### src/rtl/fcc_pkg.sv
package fcc_pkg;

  localparam int unsigned WORD_W = 16;
  localparam logic [WORD_W-1:0] ERASED_WORD = 16'hFFFF;

  localparam logic [7:0] OP_READ_ARRAY  = 8'hFF;
  localparam logic [7:0] OP_READ_STATUS = 8'h70;
  localparam logic [7:0] OP_CLEAR_ERR   = 8'h50;
  localparam logic [7:0] OP_PROGRAM     = 8'h40;

  typedef enum logic {
    MODE_ARRAY  = 1'b0,
    MODE_STATUS = 1'b1
  } out_mode_e;

  typedef enum logic [1:0] {
    ST_IDLE      = 2'd0,
    ST_WAIT_DATA = 2'd1,
    ST_BUSY      = 2'd2,
    ST_VERIFY    = 2'd3
  } ctrl_state_e;

  typedef enum logic [2:0] {
    CK_READ_ARRAY,
    CK_READ_STATUS,
    CK_CLEAR_ERR,
    CK_PROGRAM,
    CK_UNKNOWN
  } cmd_kind_e;

  // Only the low byte of a command write carries the opcode.
  function automatic cmd_kind_e classify_opcode(input logic [7:0] op);
    case (op)
      OP_READ_ARRAY:  return CK_READ_ARRAY;
      OP_READ_STATUS: return CK_READ_STATUS;
      OP_CLEAR_ERR:   return CK_CLEAR_ERR;
      OP_PROGRAM:     return CK_PROGRAM;
      default:        return CK_UNKNOWN;
    endcase
  endfunction

  // Status byte layout: bit7 ready, bit5 busy-write error, bit4 program error.
  function automatic logic [7:0] pack_status(input logic rdy,
                                             input logic busy_err,
                                             input logic prog_err);
    return {rdy, 1'b0, busy_err, prog_err, 4'b0000};
  endfunction

endpackage

### src/rtl/fcc_cmd_decode.sv
module fcc_cmd_decode
  import fcc_pkg::*;
(
  input  logic [7:0] opcode,
  output cmd_kind_e  kind
);

  always_comb kind = classify_opcode(opcode);

endmodule

### src/rtl/fcc_busy_timer.sv
module fcc_busy_timer #(
  parameter int unsigned BUSY_CYCLES = 8
) (
  input  logic clk,
  input  logic rst_n,
  input  logic start,
  input  logic abort,
  output logic active,
  output logic expire
);

  localparam int unsigned CNT_W = (BUSY_CYCLES < 2) ? 1 : $clog2(BUSY_CYCLES);
  localparam logic [CNT_W-1:0] LOAD_VAL = CNT_W'(BUSY_CYCLES - 1);

  logic [CNT_W-1:0] cnt_q;
  logic             active_q;

  always_ff @(posedge clk or negedge rst_n) begin
    if (!rst_n) begin
      active_q <= 1'b0;
      cnt_q    <= '0;
    end else if (abort) begin
      active_q <= 1'b0;
      cnt_q    <= '0;
    end else if (start) begin
      active_q <= 1'b1;
      cnt_q    <= LOAD_VAL;
    end else if (active_q) begin
      if (cnt_q == '0) active_q <= 1'b0;
      else             cnt_q    <= cnt_q - 1'b1;
    end
  end

  assign active = active_q;
  assign expire = active_q && (cnt_q == '0);

  AST_CNT_BOUND: assert property (@(posedge clk) disable iff (!rst_n)
    active_q |-> (cnt_q <= LOAD_VAL));

  AST_EXPIRE_ENDS: assert property (@(posedge clk) disable iff (!rst_n)
    (expire && !start && !abort) |=> !active_q);

endmodule

### src/rtl/fcc_word_array.sv
module fcc_word_array
  import fcc_pkg::*;
#(
  parameter int unsigned ADDR_W = 4
) (
  input  logic              clk,
  input  logic              rst_n,
  input  logic              wr_en,
  input  logic [ADDR_W-1:0] wr_addr,
  input  logic [WORD_W-1:0] wr_data,
  input  logic [ADDR_W-1:0] rd_addr,
  output logic [WORD_W-1:0] rd_data,
  input  logic [ADDR_W-1:0] tgt_addr,
  output logic [WORD_W-1:0] tgt_data
);

  localparam int unsigned DEPTH = 1 << ADDR_W;

  logic [WORD_W-1:0] mem_q [DEPTH];

  always_ff @(posedge clk or negedge rst_n) begin
    if (!rst_n) begin
      for (int i = 0; i < DEPTH; i++) mem_q[i] <= ERASED_WORD;
    end else if (wr_en) begin
      mem_q[wr_addr] <= wr_data;
    end
  end

  assign rd_data  = mem_q[rd_addr];
  assign tgt_data = mem_q[tgt_addr];

  AST_NO_OVERWRITE: assert property (@(posedge clk) disable iff (!rst_n)
    wr_en |-> (mem_q[wr_addr] == ERASED_WORD));

endmodule

### src/rtl/flash_cmd_ctrl.sv
module flash_cmd_ctrl
  import fcc_pkg::*;
#(
  parameter int unsigned ADDR_W      = 4,
  parameter int unsigned BUSY_CYCLES = 8
) (
  input  logic              clk,
  input  logic              rst_n,
  input  logic              flash_rst,
  input  logic              bus_we,
  input  logic [ADDR_W-1:0] bus_addr,
  input  logic [15:0]       bus_wdata,
  output logic [15:0]       bus_rdata,
  output logic              ready
);

  ctrl_state_e       state_q;
  out_mode_e         mode_q;
  logic [ADDR_W-1:0] tgt_addr_q;
  logic [WORD_W-1:0] tgt_data_q;
  logic              blank_fail_q;
  logic              err_busy_q;
  logic              err_prog_q;

  cmd_kind_e         kind;
  logic              timer_active;
  logic              timer_expire;
  logic [WORD_W-1:0] arr_rd_data;
  logic [WORD_W-1:0] arr_tgt_data;

  // Named internal events.
  logic cmd_accept;
  logic clr_evt;
  logic unknown_evt;
  logic prog_start;
  logic array_wr;
  logic busy_wr;
  logic prog_fail;
  logic tgt_blank;

  fcc_cmd_decode u_decode (
    .opcode (bus_wdata[7:0]),
    .kind   (kind)
  );

  fcc_busy_timer #(.BUSY_CYCLES(BUSY_CYCLES)) u_timer (
    .clk    (clk),
    .rst_n  (rst_n),
    .start  (prog_start),
    .abort  (flash_rst),
    .active (timer_active),
    .expire (timer_expire)
  );

  fcc_word_array #(.ADDR_W(ADDR_W)) u_array (
    .clk      (clk),
    .rst_n    (rst_n),
    .wr_en    (array_wr),
    .wr_addr  (tgt_addr_q),
    .wr_data  (tgt_data_q),
    .rd_addr  (bus_addr),
    .rd_data  (arr_rd_data),
    .tgt_addr (tgt_addr_q),
    .tgt_data (arr_tgt_data)
  );

  assign ready       = (state_q != ST_BUSY) && (state_q != ST_VERIFY);
  assign cmd_accept  = bus_we && !flash_rst && (state_q == ST_IDLE);
  assign clr_evt     = cmd_accept && (kind == CK_CLEAR_ERR);
  assign unknown_evt = cmd_accept && (kind == CK_UNKNOWN);
  assign prog_start  = bus_we && !flash_rst && (state_q == ST_WAIT_DATA);
  assign busy_wr     = bus_we && !flash_rst && !ready;
  assign tgt_blank   = (arr_tgt_data == ERASED_WORD);
  assign array_wr    = (state_q == ST_BUSY) && timer_expire && tgt_blank && !flash_rst;
  assign prog_fail   = (state_q == ST_VERIFY) && !flash_rst &&
                       (blank_fail_q || (arr_tgt_data != tgt_data_q));

  always_ff @(posedge clk or negedge rst_n) begin
    if (!rst_n) begin
      state_q      <= ST_IDLE;
      mode_q       <= MODE_ARRAY;
      tgt_addr_q   <= '0;
      tgt_data_q   <= '0;
      blank_fail_q <= 1'b0;
      err_busy_q   <= 1'b0;
      err_prog_q   <= 1'b0;
    end else if (flash_rst) begin
      state_q <= ST_IDLE;
      mode_q  <= MODE_ARRAY;
    end else begin
      if (busy_wr)   err_busy_q <= 1'b1;
      if (prog_fail) err_prog_q <= 1'b1;
      case (state_q)
        ST_IDLE: begin
          if (bus_we) begin
            case (kind)
              CK_READ_ARRAY:  mode_q  <= MODE_ARRAY;
              CK_READ_STATUS: mode_q  <= MODE_STATUS;
              CK_CLEAR_ERR: begin
                err_busy_q <= 1'b0;
                err_prog_q <= 1'b0;
              end
              CK_PROGRAM:     state_q <= ST_WAIT_DATA;
              default: ;
            endcase
          end
        end
        ST_WAIT_DATA: begin
          if (bus_we) begin
            tgt_addr_q <= bus_addr;
            tgt_data_q <= bus_wdata;
            mode_q     <= MODE_STATUS;
            state_q    <= ST_BUSY;
          end
        end
        ST_BUSY: begin
          if (timer_expire) begin
            blank_fail_q <= !tgt_blank;
            state_q      <= ST_VERIFY;
          end
        end
        ST_VERIFY: state_q <= ST_IDLE;
        default:   state_q <= ST_IDLE;
      endcase
    end
  end

  assign bus_rdata = (mode_q == MODE_ARRAY) ? arr_rd_data
                   : {8'h00, pack_status(ready, err_busy_q, err_prog_q)};

  AST_BUSY_ENTRY: assert property (@(posedge clk) disable iff (!rst_n)
    $fell(ready) |-> $past(prog_start));

  AST_AUTO_STATUS: assert property (@(posedge clk) disable iff (!rst_n)
    prog_start |=> (mode_q == MODE_STATUS));

  AST_BUSY_WR_FLAG: assert property (@(posedge clk) disable iff (!rst_n)
    busy_wr |=> err_busy_q);

  AST_ERR_STICKY: assert property (@(posedge clk) disable iff (!rst_n)
    (err_prog_q && !clr_evt) |=> err_prog_q);

  AST_FLASH_RST: assert property (@(posedge clk) disable iff (!rst_n)
    flash_rst |=> (ready && mode_q == MODE_ARRAY));

  AST_UNKNOWN_HOLD: assert property (@(posedge clk) disable iff (!rst_n)
    unknown_evt |=> $stable(mode_q));

  AST_TIMER_TRACKS: assert property (@(posedge clk) disable iff (!rst_n)
    (state_q == ST_BUSY) |-> timer_active);

endmodule

### config.mk
export PLATFORM = sky130hd
export DESIGN_NAME = flash_cmd_ctrl
export DESIGN_NICKNAME = d
export VERILOG_FILES = /design/src/rtl/fcc_pkg.sv /design/src/rtl/fcc_cmd_decode.sv /design/src/rtl/fcc_busy_timer.sv /design/src/rtl/fcc_word_array.sv /design/src/rtl/flash_cmd_ctrl.sv
export SDC_FILE = /design/constraint.sdc
export NUM_CORES = 1
export LEC_CHECK = 0
export CAP_MARGIN = 20
export CORE_UTILIZATION = 40
export DETAILED_ROUTE_END_ITERATION = 10
export PLACE_DENSITY = 0.54
export SLEW_MARGIN = 20
export SYNTH_ARGS = -nofsm -noshare
export SYNTH_HDL_FRONTEND = slang
export SYNTH_SLANG_ARGS = --single-unit
export TNS_END_PERCENT = 30
### constraint.sdc
create_clock -name clk -period 3.4 [get_ports clk]
set_clock_uncertainty 0.1 [all_clocks]
set_input_delay 0.68 -clock clk [delete_from_list [all_inputs] [get_ports clk]]
set_output_delay 0.68 -clock clk [all_outputs]
set_load 0.02 [all_outputs]
**Word-level counts from Yosys, hierarchy flattened**

Cells that the tools add are included.

- Bits in registers: 286
- Input port bits: 24
- Output and inout bits: 17

- Add/sub/neg operators: 1
- Order comparisons: 3
- Equality and inequality tests: 20
- Mux-type cells: 38
- Bitwise logic cells: 3
- Reduce and logical (&&, ||, !) cells: 25

Operators with widths:

| operator | number |
|---|---|
| bitwise mux 256 bit | 1 |
| binary-select mux 16 bit (select 4 bit) | 2 |
| two-way mux 16 bit | 6 |
| demux 16 bit (select 4 bit) | 1 |
| equality test 8 x 7 -> 1 bit (second input constant) | 3 |
| equality test 16 bit (second input constant) | 1 |
| inequality test 16 bit | 1 |
| two-way mux 1 bit | 15 |
| two-way mux 3 bit | 4 |
| inequality test 3 bit (second input constant) | 4 |
| one-hot mux 3 bit (4 select lines) | 1 |
| logical AND 1 bit | 11 |
| >= comparator 5 bit (second input constant) | 2 |
| two-way mux 2 bit | 5 |
| NOT 4 -> 5 bit | 2 |
| equality test 8 bit (second input constant) | 1 |
| one-hot mux 2 bit (4 select lines) | 1 |
| AND reduction 4 bit | 2 |
| equality test 3 x 2 -> 1 bit (second input constant) | 2 |
| logical NOT 3 bit | 2 |
| AND reduction 3 bit | 2 |
| nonzero test 3 bit | 2 |
| < comparator 5 x 1 -> 1 bit (second input constant) | 1 |
| equality test 2 bit (second input constant) | 2 |
| other kinds (12) | 16 |

**Depth between registers and ports, before layout**

- Word-level depth: 11
- Mapped depth: 13
- Mapped depth without buffers: 9

**By module**

A second synthesis with hierarchy kept.

- Cells, all modules: 1015
- Area, all modules: 15392.3 um2

By module, submodules not included:

| module | times used | cells each | area an instance (um2) |
|---|---|---|---|
| fcc_word_array | 1 | 848 | 13624.3 |
| flash_cmd_ctrl | 1 | 134 | 1470.2 |
| fcc_busy_timer | 1 | 23 | 230.2 |
| fcc_cmd_decode | 1 | 10 | 67.6 |

**Worst setup path after synthesis**

No wires, ideal clock.

- Path type: input -> output
- From: input bus_addr[0]
- To: output bus_rdata[2]
- Data arrival time: 2.836 ns
- Slack: -0.216 ns
- Cell stages on the path: 5
- Buffers on the path: 2
- Cell sequence: clkbuf_1 buf_1 mux4_2 mux4_2 nor2b_1

- Longest elaborated chain between the ends: 5

Ends and longest elaborated chain:

| what | RTL line | source |
|---|---|---|
| start, declared | flash_cmd_ctrl.sv:11 | `input logic [ADDR_W-1:0] bus_addr,` |
| NOT 4 -> 5 bit (not written as such) | fcc_word_array.sv:29 | `assign rd_data = mem_q[rd_addr];` |
| binary-select mux 16 bit (select 4 bit) | fcc_word_array.sv:29 |  |
| two-way mux 16 bit (not written as such) (2 in a row) | fcc_word_array.sv:29 |  |
| two-way mux 16 bit | flash_cmd_ctrl.sv:128 | `assign bus_rdata = (mode_q == MODE_ARRAY) ? arr_rd_data` |
| end, declared | flash_cmd_ctrl.sv:13 | `output logic [15:0] bus_rdata,` |

No other way between the ends. The select of a mux whose other input is x is not followed.

**Worst setup path in the final report**

- From: input bus_addr[0]
- To: output bus_rdata[12]

Same word-level chain as after synthesis.

==> impl_metrics.tcl <==
set metrics [dict create \
    multiInputGateArea_um2 8550 \
    path_max_fanout 9 \
    place_area_um2 18300 \
    tritoncts "yes" \
    grt_max_degree 97 \
    synth_edf_count 0 \
    drc 0 \
    crit_top_cell "mux4_2" \
    instances_no_fill 1793 \
    cts_root_buffer "clkbuf_16" \
    regArea_um2 7480 \
    start_util_pct 40.6 \
    synth_warnings 0 \
    final_max_slew_viol_count 0 \
    power.leakage_nw 8.13 \
    die_h_um 206 \
    hold_violations 0 \
    maxSlewHeadroom_pct 31.1 \
    synth_area_leaders "dfstp_2, mux2_2, mux4_2, dfrtp_1, mux2i_1" \
    maxCapViolations 0 \
    peakVddDrop_uv 288 \
    status "complete, no violations" \
    power.density_nw_per_um2 578 \
    vias_per_cell 6.05 \
    setup_viol 0 \
    synth.largest_area_cell "dfstp_2" \
    finalCritPeriodShare_pct 98.9 \
    yosysTopAreaCellShare_pct 40.5 \
    grt_pass1_vias 11000 \
    nNetsFinal 1265 \
    cp_num_cells 6 \
    ys_seq_elements 286 \
    cts_made_buffers 35 \
    drive_gt1_share_pct 72.0 \
    holdBufCountCts 0 \
    path_clk_slew_ns 0.06 \
    fp.dieArea_um2 42300 \
    overflow 0 \
    h-tree-depth 2 \
    cp.required_ns 2.62 \
    fmax_mhz 297 \
    ys_seq_area_share_pct 45.0 \
    cts_buffer_depth 3 \
    coreArea_um2 40900 \
    final_cell_mix "mux2_2, dfstp_2, mux4_2" \
    end_kind "output pin" \
    synth.net_count 1176 \
    synth_top_flop_cell "dfstp_2" \
    fill_cells 3533 \
    hpwl_um 35100 \
    wl_per_cell_um 28.6 \
    cpPeakStageDelay_ns 0.51 \
    path_buf_inv 3 \
    die_w_um 206 \
    critPathSlowestCell "mux4_2" \
    rows 74 \
    gp_congestion 0.862 \
    syn_area_um2 16600 \
    final_common_cell "mux2_2" \
    worst-r2r-cell-count 11 \
    period_minus_slack_ns 3.36 \
    path_cells "buf_8, bufbuf_16, mux4_2, mux4_2, nor2b_1, clkdlybuf4s15_2" \
    portBuffers 40 \
    antenna_found_initial 0 \
    async_flop_share_pct 100 \
    finalWirelength_um 51300 \
    tightestPinTransition_ns 1.03 \
    diodes 0 \
    area_growth_pct 19.0 \
    cp_top_family "multiplexers" \
    hold_path.class "input port to async pin" \
    grt_pass1_wl_um 76200 \
    criticalPathCategory "input port to output pin" \
    ios 41 \
    rsz0062_at_grt "yes" \
    firstDrtPassIters 5 \
    dr.first_iter.drc_count 947 \
    ant_nets 0 \
    postSynthCellCount 1146 \
    clock_latency_ns 0.53 \
    syn_area_per_cell_um2 14.5 \
    placedCellCount 1719 \
    yosysUniqueCellTypes 59 \
    vias 10900 \
    clkSinkCount 286 \
    startpoint_type "input port" \
    design_area_um2 19700 \
    grt_usage_pct 24.8 \
    cp.arrival_ns 2.58 \
]
-- path summary, 6_finish.rpt --
| check | startpoint | end | slack (ns) |
|---|---|---|---|
| min in group clk | err_busy_q | err_busy_q | 0.41 |
| max reg2reg | tgt_addr_q[1] | u_array.mem_q[40] | 0.05 |
| max in group asynchronous | rst_n | u_array.mem_q[65] | 2.15 |
| min reg2reg | err_busy_q | err_busy_q | 0.41 |
| min | rst_n | tgt_data_q[5] | 0.13 |
| max | bus_addr[0] | bus_rdata[12] | 0.04 |
-- area by class of cell --
| cell class | instances | share of cell area, % |
|---|---|---|
| multi-input combinational | 736 | 43.3 |
| sequential | 286 | 37.9 |
| timing repair buffer | 160 | 8.93 |
| clock buffer | 52 | 5.64 |
| tap | 532 | 3.37 |
| clock inverter | 11 | 0.545 |
| inverter | 16 | 0.304 |
-- cells in the mapped netlist, types with 3 or more instances --
| cell type | number |
|---|---|
| a21oi_1 | 17 |
| nand2b_1 | 4 |
| buf_6 | 10 |
| a31oi_1 | 4 |
| a22oi_1 | 5 |
| buf_4 | 14 |
| and3_1 | 4 |
| o22ai_1 | 16 |
| nand3b_1 | 3 |
| buf_1 | 14 |
| o211ai_1 | 4 |
| xor2_1 | 10 |
| a211oi_1 | 4 |
| o21ai_0 | 18 |
| or2_2 | 3 |
| nand2_1 | 37 |
| mux2_2 | 297 |
| dfstp_2 | 256 |
| buf_2 | 20 |
| mux2i_1 | 36 |
| nand3_1 | 11 |
| ha_1 | 6 |
| clkbuf_1 | 50 |
| and4_1 | 8 |
| mux4_1 | 5 |
| nor2_1 | 21 |
| inv_1 | 15 |
| dfrtp_1 | 30 |
| and2_1 | 6 |
| nor2b_1 | 20 |
| xnor2_1 | 14 |
| mux4_2 | 128 |
| nor3_1 | 9 |
| nand4_2 | 12 |
| nor4_1 | 3 |
-- flip-flops by register name, summed over array words and instances, names as in the netlist --
signal,cells
tgt_addr_q,4
mode_q,1
blank_fail_q,1
u_array.mem_q,256
u_timer.active,1
state_q,2
err_busy_q,1
err_prog_q,1
tgt_data_q,16
u_timer.cnt_q,3
-- stage by stage --
step	worst slack (ns)	power, W	hold slack (ns)	setup TNS (ns)	util (%)
6_report	0.0357	0.0114	0.125	0	48.3
5_1_grt	-0.0177	0.0119	0.171	-0.189	48.3
4_1_cts	-0.0545	0.0114	0.145	-0.0824	48.0
3_5_place_dp	-0.331	0.00742	0.415	-17.97	44.8
3_3_place_gp	-0.339	0.00740	0.409	-22.91	44.8
2_1_floorplan	0.0342	0.00601	0.284	0	-
-- power by group --
part	switching [W]	total, W	internal [W]
logic	0.00195	0.00340	0.00145
registers	0.000536	0.00410	0.00356
clock network	0.00150	0.00392	0.00242
total	0.00399	0.0114	0.00743
-- routing by layer --
| metal | GRT usage, % | routed length [um] |
|---|---|---|
| met5 | 0 | 0 |
| met4 | 7.35 | 1260 |
| met3 | 3.29 | 2480 |
| met2 | 39.2 | 24400 |
| met1 | 35.4 | 23100 |
-- cells by family (layout without fill, tap and decap cells) --
| kind of cell | count (synthesis) | in the layout | share of synthesized area, % |
|---|---|---|---|
| multiplexers | 466 | 466 | 40.5 |
| flip-flops | 286 | 286 | 45.0 |
| AND/OR/NAND/NOR | 153 | 153 | 5.61 |
| buffers and inverters | 124 | 239 | 3.72 |
| AO/OA/AOI/OAI | 87 | 87 | 3.42 |
| XOR/XNOR | 24 | 24 | 1.27 |
| adder cells (fa/ha/maj) | 6 | 6 | 0.452 |
-- repair_timing --
item | CTS | global route
gates cloned | 2 | 1
pin swaps | 1 | 1
setup endpoints to repair | 99 | 184
buffers inserted | 2 | 6
gates resized for setup | 33 | 29
(Power assumes the default switching activity.)
